### src/rtl/pwm_timer_pkg.sv
// Package: shared types for the PWM timer.
// Assumes: the divider code is 3 bits wide and decodes to powers of two.
package pwm_timer_pkg;

    localparam int PSEL_W = 3;

    typedef enum logic [PSEL_W-1:0] {
        PS_DIV1    = 3'd0,
        PS_DIV2    = 3'd1,
        PS_DIV4    = 3'd2,
        PS_DIV8    = 3'd3,
        PS_DIV16   = 3'd4,
        PS_DIV64   = 3'd5,
        PS_DIV256  = 3'd6,
        PS_DIV1024 = 3'd7
    } presc_e;

    // log2 of the divider: codes 0..4 map straight across, 5..7 step by two.
    function automatic int unsigned presc_shift(presc_e sel);
        int unsigned s;
        s = int'(sel);
        return (s < 5) ? s : (2 * s - 4);
    endfunction

endpackage

### src/rtl/pwm_prescaler.sv
// Module: pwm_prescaler
// Produces a one-clock count tick every 2^shift clocks while running.
// Assumes: PRE_W is wide enough for the largest divider minus one.
module pwm_prescaler
    import pwm_timer_pkg::*;
#(
    parameter int PRE_W = 10
) (
    input  logic   clk,
    input  logic   rst_n,
    input  logic   run,
    input  presc_e sel,
    output logic   tick
);

    logic [PRE_W-1:0] pre_q;
    logic [PRE_W-1:0] last;

    // Terminal value of the divider for the selected code.
    always_comb last = PRE_W'((32'd1 << presc_shift(sel)) - 32'd1);

    // A tick fires at or past the terminal value, which also covers a code change mid-count.
    always_comb tick = run && (pre_q >= last);

    // Divider count: cleared while stopped and after every tick.
    always_ff @(posedge clk) begin
        if (!rst_n || !run) begin
            pre_q <= '0;
        end else if (tick) begin
            pre_q <= '0;
        end else begin
            pre_q <= pre_q + 1'b1;
        end
    end

    // a tick is never followed by a second one in the next clock unless the divider is 1.
    p_tick_spacing_r4: assert property (@(posedge clk) disable iff (!rst_n)
        (tick && sel != PS_DIV1 && $stable(sel)) |=> !tick);

endmodule

### src/rtl/pwm_period_counter.sv
// Module: pwm_period_counter
// Up-counter from 0 to a buffered top value. Emits the load strobe for all
// working registers on start-up and at each wrap, and registers the period strobe.
// Assumes: tick is low while the counter is not running.
module pwm_period_counter #(
    parameter int CNT_W   = 16,
    parameter int RST_PER = 255
) (
    input  logic             clk,
    input  logic             rst_n,
    input  logic             enable,
    input  logic             tick,
    input  logic             per_wr,
    input  logic [CNT_W-1:0] per_wdata,
    output logic             run,
    output logic             load,
    output logic [CNT_W-1:0] cnt,
    output logic [CNT_W-1:0] per_act,
    output logic             cstart
);

    logic [CNT_W-1:0] per_buf;
    logic             start;
    logic             wrap;

    // Start-up is the first enabled clock. A wrap is a tick taken at the top value.
    always_comb begin
        start = enable && !run;
        wrap  = run && tick && (cnt == per_act);
        load  = start || wrap;
    end

    // Running flag: the enable sampled one clock earlier.
    always_ff @(posedge clk) begin
        if (!rst_n) run <= 1'b0;
        else        run <= enable;
    end

    // Count register: held at zero while stopped, advanced only on ticks.
    always_ff @(posedge clk) begin
        if (!rst_n || !enable) begin
            cnt <= '0;
        end else if (start || wrap) begin
            cnt <= '0;
        end else if (tick) begin
            cnt <= cnt + 1'b1;
        end
    end

    // Top-value holding register, writable at any time.
    always_ff @(posedge clk) begin
        if (!rst_n)      per_buf <= CNT_W'(RST_PER);
        else if (per_wr) per_buf <= per_wdata;
    end

    // Working top value: copied from the holding register only on load.
    always_ff @(posedge clk) begin
        if (!rst_n)    per_act <= CNT_W'(RST_PER);
        else if (load) per_act <= per_buf;
    end

    // Period strobe: high in the first clock of each period.
    always_ff @(posedge clk) begin
        if (!rst_n) cstart <= 1'b0;
        else        cstart <= load && enable;
    end

    // the count never exceeds the working top.
    p_cnt_in_range_r3: assert property (@(posedge clk) disable iff (!rst_n)
        run |-> (cnt <= per_act));

    // the strobe coincides with a zero count.
    p_strobe_at_zero_r3: assert property (@(posedge clk) disable iff (!rst_n)
        cstart |-> (cnt == '0));

    // without a tick and a load the count holds.
    p_hold_between_ticks_r4: assert property (@(posedge clk) disable iff (!rst_n)
        (enable && run && !tick) |=> $stable(cnt));

    // the working top only moves on a load.
    p_top_stable_r9: assert property (@(posedge clk) disable iff (!rst_n)
        !load |=> $stable(per_act));

endmodule

### src/rtl/pwm_compare.sv
// Module: pwm_compare
// Holds the buffered duty threshold and decodes the PWM level from the count.
// Assumes: load pulses at start-up and at every wrap of the counter.
module pwm_compare #(
    parameter int CNT_W = 16
) (
    input  logic             clk,
    input  logic             rst_n,
    input  logic             run,
    input  logic             load,
    input  logic             cmp_wr,
    input  logic [CNT_W-1:0] cmp_wdata,
    input  logic [CNT_W-1:0] cnt,
    input  logic [CNT_W-1:0] per_act,
    output logic             pwm
);

    logic [CNT_W-1:0] cmp_buf;
    logic [CNT_W-1:0] cmp_act;
    logic             force_hi;

    // Threshold holding register, writable at any time.
    always_ff @(posedge clk) begin
        if (!rst_n)      cmp_buf <= '0;
        else if (cmp_wr) cmp_buf <= cmp_wdata;
    end

    // Working threshold: copied only at period boundaries.
    always_ff @(posedge clk) begin
        if (!rst_n)    cmp_act <= '0;
        else if (load) cmp_act <= cmp_buf;
    end

    // Level decode: forced high at or above the top, otherwise high below the threshold.
    always_comb begin
        force_hi = (cmp_act >= per_act);
        pwm      = run && (force_hi || (cnt < cmp_act));
    end

    // the working threshold changes only on a load.
    p_duty_stable_r8: assert property (@(posedge clk) disable iff (!rst_n)
        !load |=> $stable(cmp_act));

endmodule

### src/rtl/pwm_slope_timer.sv
// Module: pwm_slope_timer (top)
// Single-slope PWM timer with buffered top and duty registers.
// Assumes: all inputs are synchronous to clk.
module pwm_slope_timer #(
    parameter int CNT_W   = 16,
    parameter int PRE_W   = 10,
    parameter int RST_PER = 255
) (
    input  logic             clk,
    input  logic             rst_n,
    input  logic             enable,
    input  logic [2:0]       presc_sel,
    input  logic             per_wr,
    input  logic [CNT_W-1:0] per_wdata,
    input  logic             cmp_wr,
    input  logic [CNT_W-1:0] cmp_wdata,
    output logic             pwm_out,
    output logic             cycle_start
);

    import pwm_timer_pkg::*;

    logic             run;
    logic             tick;
    logic             load;
    logic [CNT_W-1:0] cnt;
    logic [CNT_W-1:0] per_act;
    presc_e           sel;

    // Divider code into the shared enum.
    always_comb sel = presc_e'(presc_sel);

    pwm_prescaler #(.PRE_W(PRE_W)) u_presc (
        .clk  (clk),
        .rst_n(rst_n),
        .run  (run),
        .sel  (sel),
        .tick (tick)
    );

    pwm_period_counter #(.CNT_W(CNT_W), .RST_PER(RST_PER)) u_count (
        .clk      (clk),
        .rst_n    (rst_n),
        .enable   (enable),
        .tick     (tick),
        .per_wr   (per_wr),
        .per_wdata(per_wdata),
        .run      (run),
        .load     (load),
        .cnt      (cnt),
        .per_act  (per_act),
        .cstart   (cycle_start)
    );

    pwm_compare #(.CNT_W(CNT_W)) u_cmp (
        .clk      (clk),
        .rst_n    (rst_n),
        .run      (run),
        .load     (load),
        .cmp_wr   (cmp_wr),
        .cmp_wdata(cmp_wdata),
        .cnt      (cnt),
        .per_act  (per_act),
        .pwm      (pwm_out)
    );

    // one clock after enable is seen low, both outputs are quiet.
    p_idle_quiet_r2: assert property (@(posedge clk) disable iff (!rst_n)
        $past(!enable) |-> (!pwm_out && !cycle_start));

    // the first enabled edge is followed by a period strobe.
    p_start_strobe_r10: assert property (@(posedge clk) disable iff (!rst_n)
        (enable && !run) |=> cycle_start);

endmodule

### config.mk
export PLATFORM = sky130hd
export DESIGN_NAME = pwm_slope_timer
export DESIGN_NICKNAME = d
export VERILOG_FILES = /design/src/rtl/pwm_timer_pkg.sv /design/src/rtl/pwm_prescaler.sv /design/src/rtl/pwm_period_counter.sv /design/src/rtl/pwm_compare.sv /design/src/rtl/pwm_slope_timer.sv
export SDC_FILE = /design/constraint.sdc
export NUM_CORES = 1
export LEC_CHECK = 0
export BUFFER_PORTS_ARGS = -buffer_cell sky130_fd_sc_hd__buf_2
export CAP_MARGIN = 20
export CORE_MARGIN = 1.5
export CORE_UTILIZATION = 40
export CTS_CLUSTER_SIZE = 30
export DETAILED_ROUTE_END_ITERATION = 10
export MAX_ROUTING_LAYER = met4
export PLACE_DENSITY = 0.56
export SLEW_MARGIN = 20
export SYNTH_ARGS = -nofsm -noshare
export SYNTH_HDL_FRONTEND = slang
export SYNTH_HIERARCHICAL = 1
export SYNTH_SLANG_ARGS = --single-unit
export TNS_END_PERCENT = 50
### constraint.sdc
create_clock -name clk -period 10.4 [get_ports clk]
set_input_delay 0.52 -clock clk [delete_from_list [all_inputs] [get_ports clk]]
set_output_delay 0.52 -clock clk [all_outputs]
set_load 0.005 [all_outputs]
==> flow_metrics.env <==
export IMPL_power_leakage_nw=2.415
export IMPL_core_area_mm2=0.01221
export IMPL_drive_above_1_share_pct=15.41
export IMPL_postSynthCellCount=539
export IMPL_via_per_inst=5.043
export IMPL_p_int_w=0.0005915
export IMPL_synthTopCellsByArea="dfxtp_1 36%, ha_1 11%, mux2i_1 8.3%, nor2b_1 5.2%, xor2_1 4.3%"
export IMPL_wirelength_um=10510
export IMPL_cp_required_ns=10.64
export IMPL_status="finished clean"
export IMPL_whs_ns=0.3869
export IMPL_finalSetupViolCount=0
export IMPL_antenna_found_initial=0
export IMPL_synth_nets=622
export IMPL_drt_pass1_iterations=4
export IMPL_fill_cells=1218
export IMPL_ys_warnings_count=6
export IMPL_max_cap_violations=0
export IMPL_routedWlPerCell_um=14.22
export IMPL_place_ws_ns=5.953
export IMPL_synth_common_cells="92 x dfxtp_1, 44 x inv_1, 43 x ha_1, 42 x mux2i_1, 42 x nor2b_1"
export IMPL_synth_flop_cell="dfxtp_1"
export IMPL_swShare_pct=24.43
export IMPL_cts_path_max_buffers=2
export IMPL_clock_skew_ns=0.005363
export IMPL_cts_htree_levels=3
export IMPL_p_clk_share_pct=41.3
export IMPL_setup_ws_ns=6.306
export IMPL_path_class="input port to flip-flop"
export IMPL_synth_area_leader_cell="dfxtp_1"
export IMPL_hpwl_um=7724
export IMPL_p_per_area_mw_per_mm2=138.4
export IMPL_hold_viol_final=0
export IMPL_period_needed_ns=4.094
export IMPL_holdPathStages=3
export IMPL_synth_most_common_cell="dfxtp_1"
export IMPL_root_buffer="clkbuf_16"
export IMPL_place_congestion=0.8236
export IMPL_synth_edf_count=0
export IMPL_vdd_ir_drop_worst_uv=71.18
export IMPL_fin_nets=649
export IMPL_cts_tree="done"
export IMPL_synth_area_mm2=0.005084
export IMPL_postCtsResizedCells=0
export IMPL_rrSetupSlack_ns=6.53
export IMPL_grt_first_pass_wirelength_um=17910
export IMPL_crit_arrival_ns=4.33
export IMPL_start_util_pct=41.63
export IMPL_power_frac_seq_pct=48.3
export IMPL_drc=0
export IMPL_ys_seq_area_share_pct=36.23
export IMPL_cts_sinks=92
export IMPL_async_reset_ff_share_pct=0
export IMPL_clock_latency_ns=0.35
export IMPL_p_switching_w=0.0001912
export IMPL_post_cts_setup_buffers=0
export IMPL_slew_headroom_pct=45.14
export IMPL_combPwrFrac_pct=10.3
export IMPL_avgSynthCellArea_um2=9.432
export IMPL_groute_usage_overall_pct=17.70
export IMPL_multiInputGateArea_mm2=0.002912
export IMPL_cts_buffers=9
export IMPL_ant_nets=0
export IMPL_ys_ff_latch=92
export IMPL_vias=3727
export IMPL_finalCritPeriodShare_pct=39.36
export IMPL_grt_pass1_vias=3680
export IMPL_clk_pin_slew_ns=0.06
export IMPL_min_path_type="input port to flip-flop"
export IMPL_setup_tns_ns=0
export IMPL_min_to="u_count/per_buf[2]"
export IMPL_hold_start="per_wdata[2]"
export IMPL_r2r_start="u_presc/pre_q[7]"
export IMPL_die_x_um=115.7
export IMPL_ff_latch_area_mm2=0.001842
export IMPL_fp_dieH_um=115.7
export IMPL_end_kind="flip-flop"
export IMPL_cp_start_kind="input port"
export IMPL_tightest_slew_ns=0.8219
export IMPL_pin_count=42
export IMPL_yosysTopAreaCellShare_pct=36.23
export IMPL_die_area_mm2=0.01339
export IMPL_portBuffers=41
export IMPL_cp_max_fo=25
export IMPL_rsz0062_at_grt="false"
export IMPL_grt_max_degree=75
export IMPL_drtIter0Drc=154
export IMPL_grt_overflow_total=0
export IMPL_ys_types=47
export IMPL_holdBufCountCts=0
export IMPL_drv_slew=0
export IMPL_rr_endpoint="u_cmp/cmp_act[11]"
export IMPL_placementRows=40
export IMPL_fmax_mhz=244.3
export IMPL_worstRegToRegCells=11
export IMPL_n_antenna_cell=0
export IMPL_area_growth_pct=11.27
power by group through the flow:
stage	logic [W]	clock network (W)	registers [W]
2_1_floorplan	0.0000617	0	0.000382
4_1_cts	0.0000815	0.000336	0.000379
6_report	0.0000808	0.000324	0.000378
5_1_grt	0.0000918	0.000346	0.000380
3_5_place_dp	0.0000810	0	0.000387
3_3_place_gp	0.0000782	0	0.000387
worst max-delay path, stage by stage:
cell and delay [ns]:
buf_2 0.13, or3_1 0.38, ha_1 0.28, nand2b_1 0.10, a21oi_1 0.07, o31ai_2 0.18, buf_4 0.25, o21a_1 0.31
nand3_1 0.13, or2_2 0.51, o21a_1 0.43, inv_1 0.68, mux2i_1 0.27, nor2b_1 0.06
worst max-delay path by stage:
stage / start / cells after the start / end
5_1_grt: presc_sel[1] / 14 / u_cmp/cmp_act[10]
4_1_cts: presc_sel[1] / 14 / u_cmp/cmp_act[11]
3_3_place_gp: presc_sel[1] / 14 / u_cmp/cmp_act[12]
6_report: presc_sel[1] / 14 / u_cmp/cmp_act[11]
3_5_place_dp: presc_sel[1] / 14 / u_cmp/cmp_act[10]
2_1_floorplan: presc_sel[2] / 19 / u_cmp/cmp_act[10]
cell type report:
type	instances	share of cell area, %
Timing Repair Buffer	45	4.158
Clock inverter	6	1.128
Clock buffer	10	4.048
Multi-Input combinational cell	374	51.47
Sequential cell	92	32.56
Tap cell	168	3.716
Inverter	44	2.920
registers in the layout, indices dropped and copies added (netlist names):
register	cells
u_count/cstart	1
u_presc/pre_q	10
u_cmp/cmp_act	16
u_count/per_buf	16
u_count/per_act	16
u_count/cnt	16
u_cmp/cmp_buf	16
u_count/run	1
layout by cell type, fill, tap and decap left out, drive strengths merged, types with 5 or more instances in the layout:
cell type,count
inv,45
xnor2,14
ha,43
a21oi,14
o21ai,6
mux2i,42
and3,10
o311ai,7
xor2,25
nand2,39
nand3,13
clkbuf,10
nor2b,42
buf,45
dfxtp,92
a21o,5
a2bb2oi,7
o211ai,27
nand4,13
nor4,11
nor2,27
cell families after synthesis:
| group | synth area share [%] |
|---|---|
| adders and majority gates | 10.58 |
| buffers and inverters | 6.596 |
| and+or+nand+nor | 19.39 |
| AOI/OAI and AO/OA | 12.21 |
| DFF | 36.23 |
| muxes | 8.270 |
| xor gates and xnor gates | 6.719 |
per-stage QoR:
| step | cells | cell area, µm² | util, % | power [W] |
|---|---|---|---|---|
| floorplan | 539 | 5084 | - | 0.0004434 |
| finish | 739 | 5657 | 46.32 | 0.0007827 |
| global placement | 723 | 5364 | 43.92 | 0.0004647 |
| global route | 739 | 5657 | 46.32 | 0.0008174 |
| CTS | 739 | 5657 | 46.32 | 0.0007964 |
| detailed placement | 723 | 5364 | 43.92 | 0.0004676 |
routing by layer:
metal | share of wire, % | routed length (µm) | track usage (%) | vias to the layer above
met4 | 1.6 | 173 | 7.480 | 0
met2 | 48 | 5097 | 28.17 | 22
li1 | - | - | - | 1933
met1 | 48 | 5080 | 22.56 | 1760
met3 | 1.5 | 158 | 2.563 | 12
met5 | 0 | 0 | - | -
No activity file was read; power rests on OpenSTA's default activity.
